## src/rtl/regset_pkg.sv

```systemverilog
package regset_pkg;
  parameter int unsigned REG_CNT  = 8;
  parameter int unsigned FLAG_CNT = 4;
  localparam int unsigned IDX_W   = $clog2(REG_CNT);
  localparam int unsigned PSR_W   = FLAG_CNT + 1;
  localparam int unsigned EI_POS  = FLAG_CNT;

  typedef enum logic [1:0] {PC_HOLD, PC_LOAD, PC_INC} pcOp_e;
  typedef enum logic [1:0] {SP_HOLD, SP_LOAD, SP_INC, SP_DEC} spOp_e;

  typedef struct packed {
    logic [REG_CNT-1:0]  regWe;
    pcOp_e               pcOp;
    spOp_e               spOp;
    logic                psrLoad;
    logic [FLAG_CNT-1:0] flagWe;
    logic                eiWe;
  } ctl_t;
endpackage

```

## src/rtl/regset_ctrl.sv

```systemverilog
module regset_ctrl
  import regset_pkg::*;
(
  input  logic             wrEn,
  input  logic [IDX_W-1:0] wrAddr,
  input  logic             pcLoad,
  input  logic             pcInc,
  input  logic             spLoad,
  input  logic             spInc,
  input  logic             spDec,
  input  logic [FLAG_CNT-1:0] flagEn,
  input  logic             eiWrEn,
  input  logic             psrWrEn,
  output ctl_t             ctl
);
  logic [REG_CNT-1:0] weVec;

  genvar g;
  generate
    for (g = 0; g < REG_CNT; g++) begin : gWe
      if (g == 0) begin : gZero
        assign weVec[g] = 1'b0;
      end else begin : gReal
        assign weVec[g] = wrEn && (wrAddr == IDX_W'(g));
      end
    end
  endgenerate

  always_comb begin
    ctl.regWe   = weVec;
    ctl.pcOp    = pcLoad ? PC_LOAD : (pcInc ? PC_INC : PC_HOLD);
    if (spLoad)              ctl.spOp = SP_LOAD;
    else if (spInc && !spDec) ctl.spOp = SP_INC;
    else if (spDec && !spInc) ctl.spOp = SP_DEC;
    else                      ctl.spOp = SP_HOLD;
    ctl.psrLoad = psrWrEn;
    ctl.flagWe  = psrWrEn ? '0 : flagEn;
    ctl.eiWe    = eiWrEn && !psrWrEn;
  end
endmodule

```

## src/rtl/regset_dp.sv

```systemverilog
module regset_dp
  import regset_pkg::*;
#(
  parameter int unsigned DATA_W = 16
) (
  input  logic              clk,
  input  logic              rst,
  input  ctl_t              ctl,
  input  logic [IDX_W-1:0]  rdAddrA,
  input  logic [IDX_W-1:0]  rdAddrB,
  output logic [DATA_W-1:0] rdDataA,
  output logic [DATA_W-1:0] rdDataB,
  input  logic [DATA_W-1:0] wrData,
  input  logic [DATA_W-1:0] pcLoadVal,
  input  logic [DATA_W-1:0] spLoadVal,
  input  logic [FLAG_CNT-1:0] flagIn,
  input  logic              eiIn,
  input  logic [PSR_W-1:0]  psrWrBits,
  output logic [DATA_W-1:0] pcOut,
  output logic [DATA_W-1:0] spOut,
  output logic [PSR_W-1:0]  psrOut
);
  logic [DATA_W-1:0] regRd [REG_CNT];
  logic [DATA_W-1:0] pcQ, spQ;
  logic [PSR_W-1:0]  psrQ;

  genvar g;
  generate
    for (g = 0; g < REG_CNT; g++) begin : gReg
      if (g == 0) begin : gZero
        assign regRd[g] = '0;
      end else begin : gStore
        logic [DATA_W-1:0] q;
        always_ff @(posedge clk) begin
          if (rst)               q <= '0;
          else if (ctl.regWe[g]) q <= wrData;
        end
        assign regRd[g] = q;
      end
    end
  endgenerate

  assign rdDataA = regRd[rdAddrA];
  assign rdDataB = regRd[rdAddrB];

  always_ff @(posedge clk) begin
    if (rst) pcQ <= '0;
    else begin
      unique case (ctl.pcOp)
        PC_LOAD: pcQ <= pcLoadVal;
        PC_INC:  pcQ <= pcQ + DATA_W'(1);
        default: pcQ <= pcQ;
      endcase
    end
  end

  always_ff @(posedge clk) begin
    if (rst) spQ <= '0;
    else begin
      unique case (ctl.spOp)
        SP_LOAD: spQ <= spLoadVal;
        SP_INC:  spQ <= spQ + DATA_W'(1);
        SP_DEC:  spQ <= spQ - DATA_W'(1);
        default: spQ <= spQ;
      endcase
    end
  end

  always_ff @(posedge clk) begin
    if (rst) psrQ <= '0;
    else if (ctl.psrLoad) psrQ <= psrWrBits;
    else begin
      for (int i = 0; i < int'(FLAG_CNT); i++)
        if (ctl.flagWe[i]) psrQ[i] <= flagIn[i];
      if (ctl.eiWe) psrQ[EI_POS] <= eiIn;
    end
  end

  assign pcOut  = pcQ;
  assign spOut  = spQ;
  assign psrOut = psrQ;
endmodule

```

## src/rtl/regset_top.sv

```systemverilog
module regset_top
  import regset_pkg::*;
#(
  parameter int unsigned DATA_W = 16
) (
  input  logic              clk,
  input  logic              rst,
  input  logic [IDX_W-1:0]  rdAddrA,
  input  logic [IDX_W-1:0]  rdAddrB,
  output logic [DATA_W-1:0] rdDataA,
  output logic [DATA_W-1:0] rdDataB,
  input  logic              wrEn,
  input  logic [IDX_W-1:0]  wrAddr,
  input  logic [DATA_W-1:0] wrData,
  input  logic              pcLoad,
  input  logic              pcInc,
  input  logic [DATA_W-1:0] pcLoadVal,
  output logic [DATA_W-1:0] pcOut,
  input  logic              spLoad,
  input  logic              spInc,
  input  logic              spDec,
  input  logic [DATA_W-1:0] spLoadVal,
  output logic [DATA_W-1:0] spOut,
  input  logic [FLAG_CNT-1:0] flagEn,
  input  logic [FLAG_CNT-1:0] flagIn,
  input  logic              eiWrEn,
  input  logic              eiIn,
  input  logic              psrWrEn,
  input  logic [DATA_W-1:0] psrWrData,
  output logic [DATA_W-1:0] statusOut
);
  ctl_t             ctl;
  logic [PSR_W-1:0] psrBits;

  regset_ctrl uCtrl (
    .wrEn(wrEn), .wrAddr(wrAddr), .pcLoad(pcLoad), .pcInc(pcInc),
    .spLoad(spLoad), .spInc(spInc), .spDec(spDec), .flagEn(flagEn),
    .eiWrEn(eiWrEn), .psrWrEn(psrWrEn), .ctl(ctl)
  );

  regset_dp #(.DATA_W(DATA_W)) uDp (
    .clk(clk), .rst(rst), .ctl(ctl),
    .rdAddrA(rdAddrA), .rdAddrB(rdAddrB), .rdDataA(rdDataA), .rdDataB(rdDataB),
    .wrData(wrData), .pcLoadVal(pcLoadVal), .spLoadVal(spLoadVal),
    .flagIn(flagIn), .eiIn(eiIn), .psrWrBits(psrWrData[PSR_W-1:0]),
    .pcOut(pcOut), .spOut(spOut), .psrOut(psrBits)
  );

  assign statusOut = {{(DATA_W-PSR_W){1'b0}}, psrBits};
endmodule

```

## config.mk

```make
export PLATFORM = sky130hd
export DESIGN_NAME = regset_top
export DESIGN_NICKNAME = d
export VERILOG_FILES = /design/src/rtl/regset_pkg.sv /design/src/rtl/regset_ctrl.sv /design/src/rtl/regset_dp.sv /design/src/rtl/regset_top.sv
export SDC_FILE = /design/constraint.sdc
export NUM_CORES = 1
export LEC_CHECK = 0
export CELL_PAD_IN_SITES_DETAIL_PLACEMENT = 0
export CELL_PAD_IN_SITES_GLOBAL_PLACEMENT = 1
export CORE_MARGIN = 2
export CORE_UTILIZATION = 25
export DETAILED_ROUTE_END_ITERATION = 10
export PLACE_DENSITY = 0.67
export SLEW_MARGIN = 30
export SYNTH_ARGS = -nofsm -noshare
export SYNTH_HDL_FRONTEND = slang
export SYNTH_HIERARCHICAL = 1
export SYNTH_SLANG_ARGS = --single-unit
```

## constraint.sdc

```tcl
create_clock -name clk -period 3.8 [get_ports clk]
set_input_delay 0.76 -clock clk [delete_from_list [all_inputs] [get_ports clk]]
set_output_delay 0.76 -clock clk [all_outputs]
set_load 0.02 [all_outputs]
```

; ---- Yosys cells after proc, flatten, opt, wreduce, memory -nomap -nowiden
; Cells that the tools add are included.
[classes]
n_eq_ne = 12
n_reduce_logical = 20
n_addsub = 3
bitwise_logic = 2
muxes = 20
order_cmp = 2
[ops]
columns = operator, count
row1 = 16-bit binary-select mux with 3-bit select, 2
row2 = 16-bit two-way mux, 4
row3 = 16-bit one-hot mux with 3 select lines, 1
row4 = "16-bit by 1-bit adder with 16-bit output, second input constant", 2
row5 = 16-bit one-hot mux with 2 select lines, 1
row6 = "16-bit by 1-bit subtractor with 16-bit output, second input constant", 1
row7 = "3-bit == test, second input constant", 4
row8 = 2-bit nonzero test, 6
row9 = 1-bit logical AND, 10
row10 = 2-bit two-way mux, 5
row11 = "4-bit >= comparator, second input constant", 2
row12 = 3-bit inverter with 4-bit output, 2
row13 = "2-bit == test, second input constant", 3
row14 = "3-bit by 2-bit == test with 1-bit output, second input constant", 2
row15 = 1-bit two-way mux, 5
row16 = 5-bit two-way mux, 1
row17 = "2-bit by 1-bit == test with 1-bit output, second input constant", 2
row18 = 4-bit two-way mux, 1
row19 = "3-bit by 1-bit == test with 1-bit output, second input constant", 1
row20 = 1-bit zero test, 3
row21 = 3-bit nonzero test, 1
[totals]
reg_bits = 149
inputBits = 92
word_cells = 73
output_inout_bits = 80

; ---- Logic depth before layout (Yosys ltp)
[logic_depth]
word_depth = 7
ltp_mapped = 14
depth_no_buf = 12

; ---- Modules after synthesis
; The synthesis kept the hierarchy.
[modules_own_cells]
columns = module, cells_per_inst, area_each_um2, seq_area_each_um2, instances
row1 = regset_dp, 929, 8365.5, 2982.9, 1
row2 = regset_ctrl, 21, 171.4, 0.0, 1
row3 = regset_top, 12, 86.3, 0.0, 1

; ---- Worst setup path after synthesis
; OpenSTA, ideal clock, no wires.
[synth_path]
kind = input-to-reg
startpoint = input spInc
endpoint = register uDp.spQ[14], in the netlist uDp/spOut[14]
required_time_ns = 3.669
n_path_buf = 2
cell_stages = 14
setup_ns = 0.131
t_arrival_ns = 3.203
path_slack_ns = 0.466
cell_sequence = inv_1 > ha_1 > or2_2 > nand2_1 > buf_2 > xnor2_1 > ha_1 > clkbuf_1 > and2_1 > and4_1 > nor2_1 > o311ai_0 > o311a_1 > a21oi_2
[synth_rtl]
columns = item, line_no
row1 = from (decl), regset_top.sv:20  ; input logic spInc,
row2 = to (signal assigned), regset_dp.sv:61  ; SP_LOAD: spQ <= spLoadVal;
row3 = to (signal assigned), regset_dp.sv:62  ; SP_INC: spQ <= spQ + DATA_W'(1);
row4 = to (signal assigned), regset_dp.sv:63  ; SP_DEC: spQ <= spQ - DATA_W'(1);
row5 = to (decl), regset_dp.sv:24  ; logic [DATA_W-1:0] pcQ, spQ;

; ---- Worst setup path in the final report
[layout_path]
startpoint = input rdAddrB[0]
endpoint = output rdDataB[1]
[layout_between]
elab_chain_cells = 4
[layout_lines]
columns = item, line_no
row1 = from (decl), regset_top.sv:9  ; input logic [IDX_W-1:0] rdAddrB,
row2 = 3-bit inverter with 4-bit output (not written as such), regset_dp.sv:44  ; assign rdDataB = regRd[rdAddrB];
row3 = 16-bit binary-select mux with 3-bit select, regset_dp.sv:44
row4 = 16-bit two-way mux (not written as such) (2 in a row), regset_dp.sv:44
row5 = to (decl), regset_top.sv:11  ; output logic [DATA_W-1:0] rdDataB,
; Every way passes these cells. The select of a mux whose other input is x is not followed.

==> impl_metrics.ini <==
[setup_path]
criticalPathCategory = primary input to primary output
timing.critical_path.from_type = primary input
worstPathMaxFanout = 21
worst_path_largest_cell_delay_ns = 0.66
crit-reg2reg-launch = uDp/spOut[1]
ff_to_ff_end = uDp/spOut[12]
arrival_ns = 2.84
timing.critical_path.to_type = primary output
cells_traversed_along_the_worst_timing_path = clkdlybuf4s50_1 > buf_12 > nor2b_1 > buf_4 > a221oi_1 > a21oi_1 > clkdlybuf4s50_1
ff2ff_setup_slack_ns = 1.33
reg2reg_depth = 8
most_prevalent_standard_cell_on_the_critical_path = sky130_fd_sc_hd__clkdlybuf4s50_1
worstPathRequired_ns = 3.04
worst_path_max_delay_cell = sky130_fd_sc_hd__clkdlybuf4s50_1

[place]
dp.final_hpwl_mm = 16.8
place.gp.congestion = 0.804
cell_total_after_placement = 1491
port_buffers = 149

[die]
die_w_um = 190
io-pin-count = 172
fp.dieArea_um2 = 35900
std_cell_rows = 67
fp.coreArea_um2 = 33700
effective_utilization_at_floorplan_pct = 25.6
die-height_um = 190

[clock_tree]
clk_pin_slew_ns = 0.06
cts_buffers = 17
number_of_clock_sinks = 149
post_cts_buffers = 0
resized_cells_post_cts = 0
root_cell_of_the_clock_tree = sky130_fd_sc_hd__clkbuf_16
postCtsHoldBufs = 0
clockBufferDepth = 2
tritoncts = built
clock_insertion_delay_worst_skew_ns = 0.44
cts_max_level = 4

[yosys]
average_size_of_a_mapped_cell_um2 = 8.97
yosys_warning_count = 6
postSynthCellCount = 960
synth.cell_area_um2 = 8610

[power]
clk_pwr_share_pct = 42.2
ir_worst_vdd_v = 0.000313
power.static_leakage_nw = 3.82
swShare_pct = 29.6
combPwrFrac_pct = 18.3
seqPwrFrac_pct = 39.5
pwr_dens_nw_per_um2 = 389
net_switching_power_of_the_design_mw = 1.28
internal_power_mw = 3.06

[final_layout]
areaGrowthSynthToFinish_pct = 29.3
post_route_cells_drive_above_1_share_pct = 13.4
layout.filler_cells = 3585
mostFrequentLayoutCells = 166 x sky130_fd_sc_hd__nor2_1, 149 x sky130_fd_sc_hd__dfxtp_1, 146 x sky130_fd_sc_hd__clkdlybuf4s50_1, 122 x sky130_fd_sc_hd__mux2i_1, 68 x sky130_fd_sc_hd__a21oi_1
design.final.nets = 1158
fin_cells = 1523
n_antenna_cell = 0
layout.cells.most_common = sky130_fd_sc_hd__nor2_1

[sta]
post-route-min-period_ns = 3.60
fin_crit_sh_pct = 94.8
max_slew.worst_pin.slew_ns = 0.800
clock.fmax_ghz = 0.278
maxSlewHeadroom_pct = 46.7
fin_worst_skew_ns = 0.0148
setup-violations-final = 0
hold_slack_ns = 0.478
hold_viol = 0
setup-tns-final_ns = 0
grt_setup_unrepaired = false
report.final.slew_viol_count = 0

[global_route]
grt_overflow = 0
vias_in_the_first_global_route = 7152
antenna_found_initial = 0
grt_use_total_pct = 14.5
grt_pass1_wl_mm = 41.1
grt_max_degree = 144

[route]
drt_drc_violations_left = 0
drtIter0Drc = 504
drt_pre_antenna_iters = 5
vias = 7532
drt_wl_total_mm = 26.4
postRouteAntennaNets = 0
wl_per_cell_um = 17.3
via_per_inst = 4.95

[run]
timing.max_cap.violations = 0

[min_path]
min_path_cells = 2
min_delay_worst_endpoint = uDp/pcOut[15]
hold_path_startpoint = uDp/pcOut[15]
hold_path_class = flop to flop

[run_status]
status = complete, no violations
-- per-layer routing --
layer	track usage, %	share of wire (%)
met5	0	0
met4	4.59	1.3
met3	2.51	5.1
met2	23.4	46
met1	19.8	47
-- how the worst max path moves through the flow --
stage | startpoint | endpoint | slack [ns] | cells past startpoint
floorplan | spInc | uDp/spOut[14] | 0.47 | 14
global placement | spInc | uDp/spOut[14] | 0.21 | 13
detailed placement | spInc | uDp/spOut[12] | 0.17 | 13
CTS | rdAddrB[0] | rdDataB[1] | 0.21 | 7
global route | rdAddrB[0] | rdDataB[4] | 0.14 | 7
finish | rdAddrB[0] | rdDataB[1] | 0.20 | 7
-- state kept, by name (all words and copies together), names as in the netlist --
signal,cells
uDp/gReg.gStore.q,112
uDp/pcOut,16
uDp/spOut,16
uDp/psrOut,5
-- worst max-delay path: cells and delay by family --
family	cells	cell delay, ns
buf+inv	4	1.55
compound gates	2	0.36
simple gates	1	0.17
-- final cells by class --
type                            count  area, um2  area share [%]
Clock buffer                       18        429            3.85
Clock inverter                     14        188            1.68
Inverter                           43        161            1.45
Multi-Input combinational cell    677       5060            45.5
Sequential cell                   149       2980            26.8
Tap cell                          448        561            5.03
Timing Repair Buffer              174       1750            15.7
-- power groups by stage --
| stage | registers (mW) | logic, mW | clock network, mW |
|---|---|---|---|
| 2_1_floorplan | 1.74 | 0.459 | 0 |
| 3_3_place_gp | 1.75 | 0.792 | 0 |
| 3_5_place_dp | 1.75 | 0.794 | 0 |
| 4_1_cts | 1.71 | 0.798 | 1.91 |
| 5_1_grt | 1.73 | 0.853 | 1.96 |
| 6_report | 1.72 | 0.792 | 1.83 |
-- metrics by stage --
stage | total power [mW] | utilization, % | worst slack (ns) | cell area [um2]
6_report | 4.34 | 33.1 | 0.199 | 11100
2_1_floorplan | 2.20 | - | 0.466 | 8650
3_3_place_gp | 2.54 | 31.2 | 0.206 | 10500
5_1_grt | 4.54 | 33.1 | 0.142 | 11100
4_1_cts | 4.42 | 33.1 | 0.209 | 11100
3_5_place_dp | 2.54 | 31.2 | 0.172 | 10500
Power figures use the tool's default switching activity.
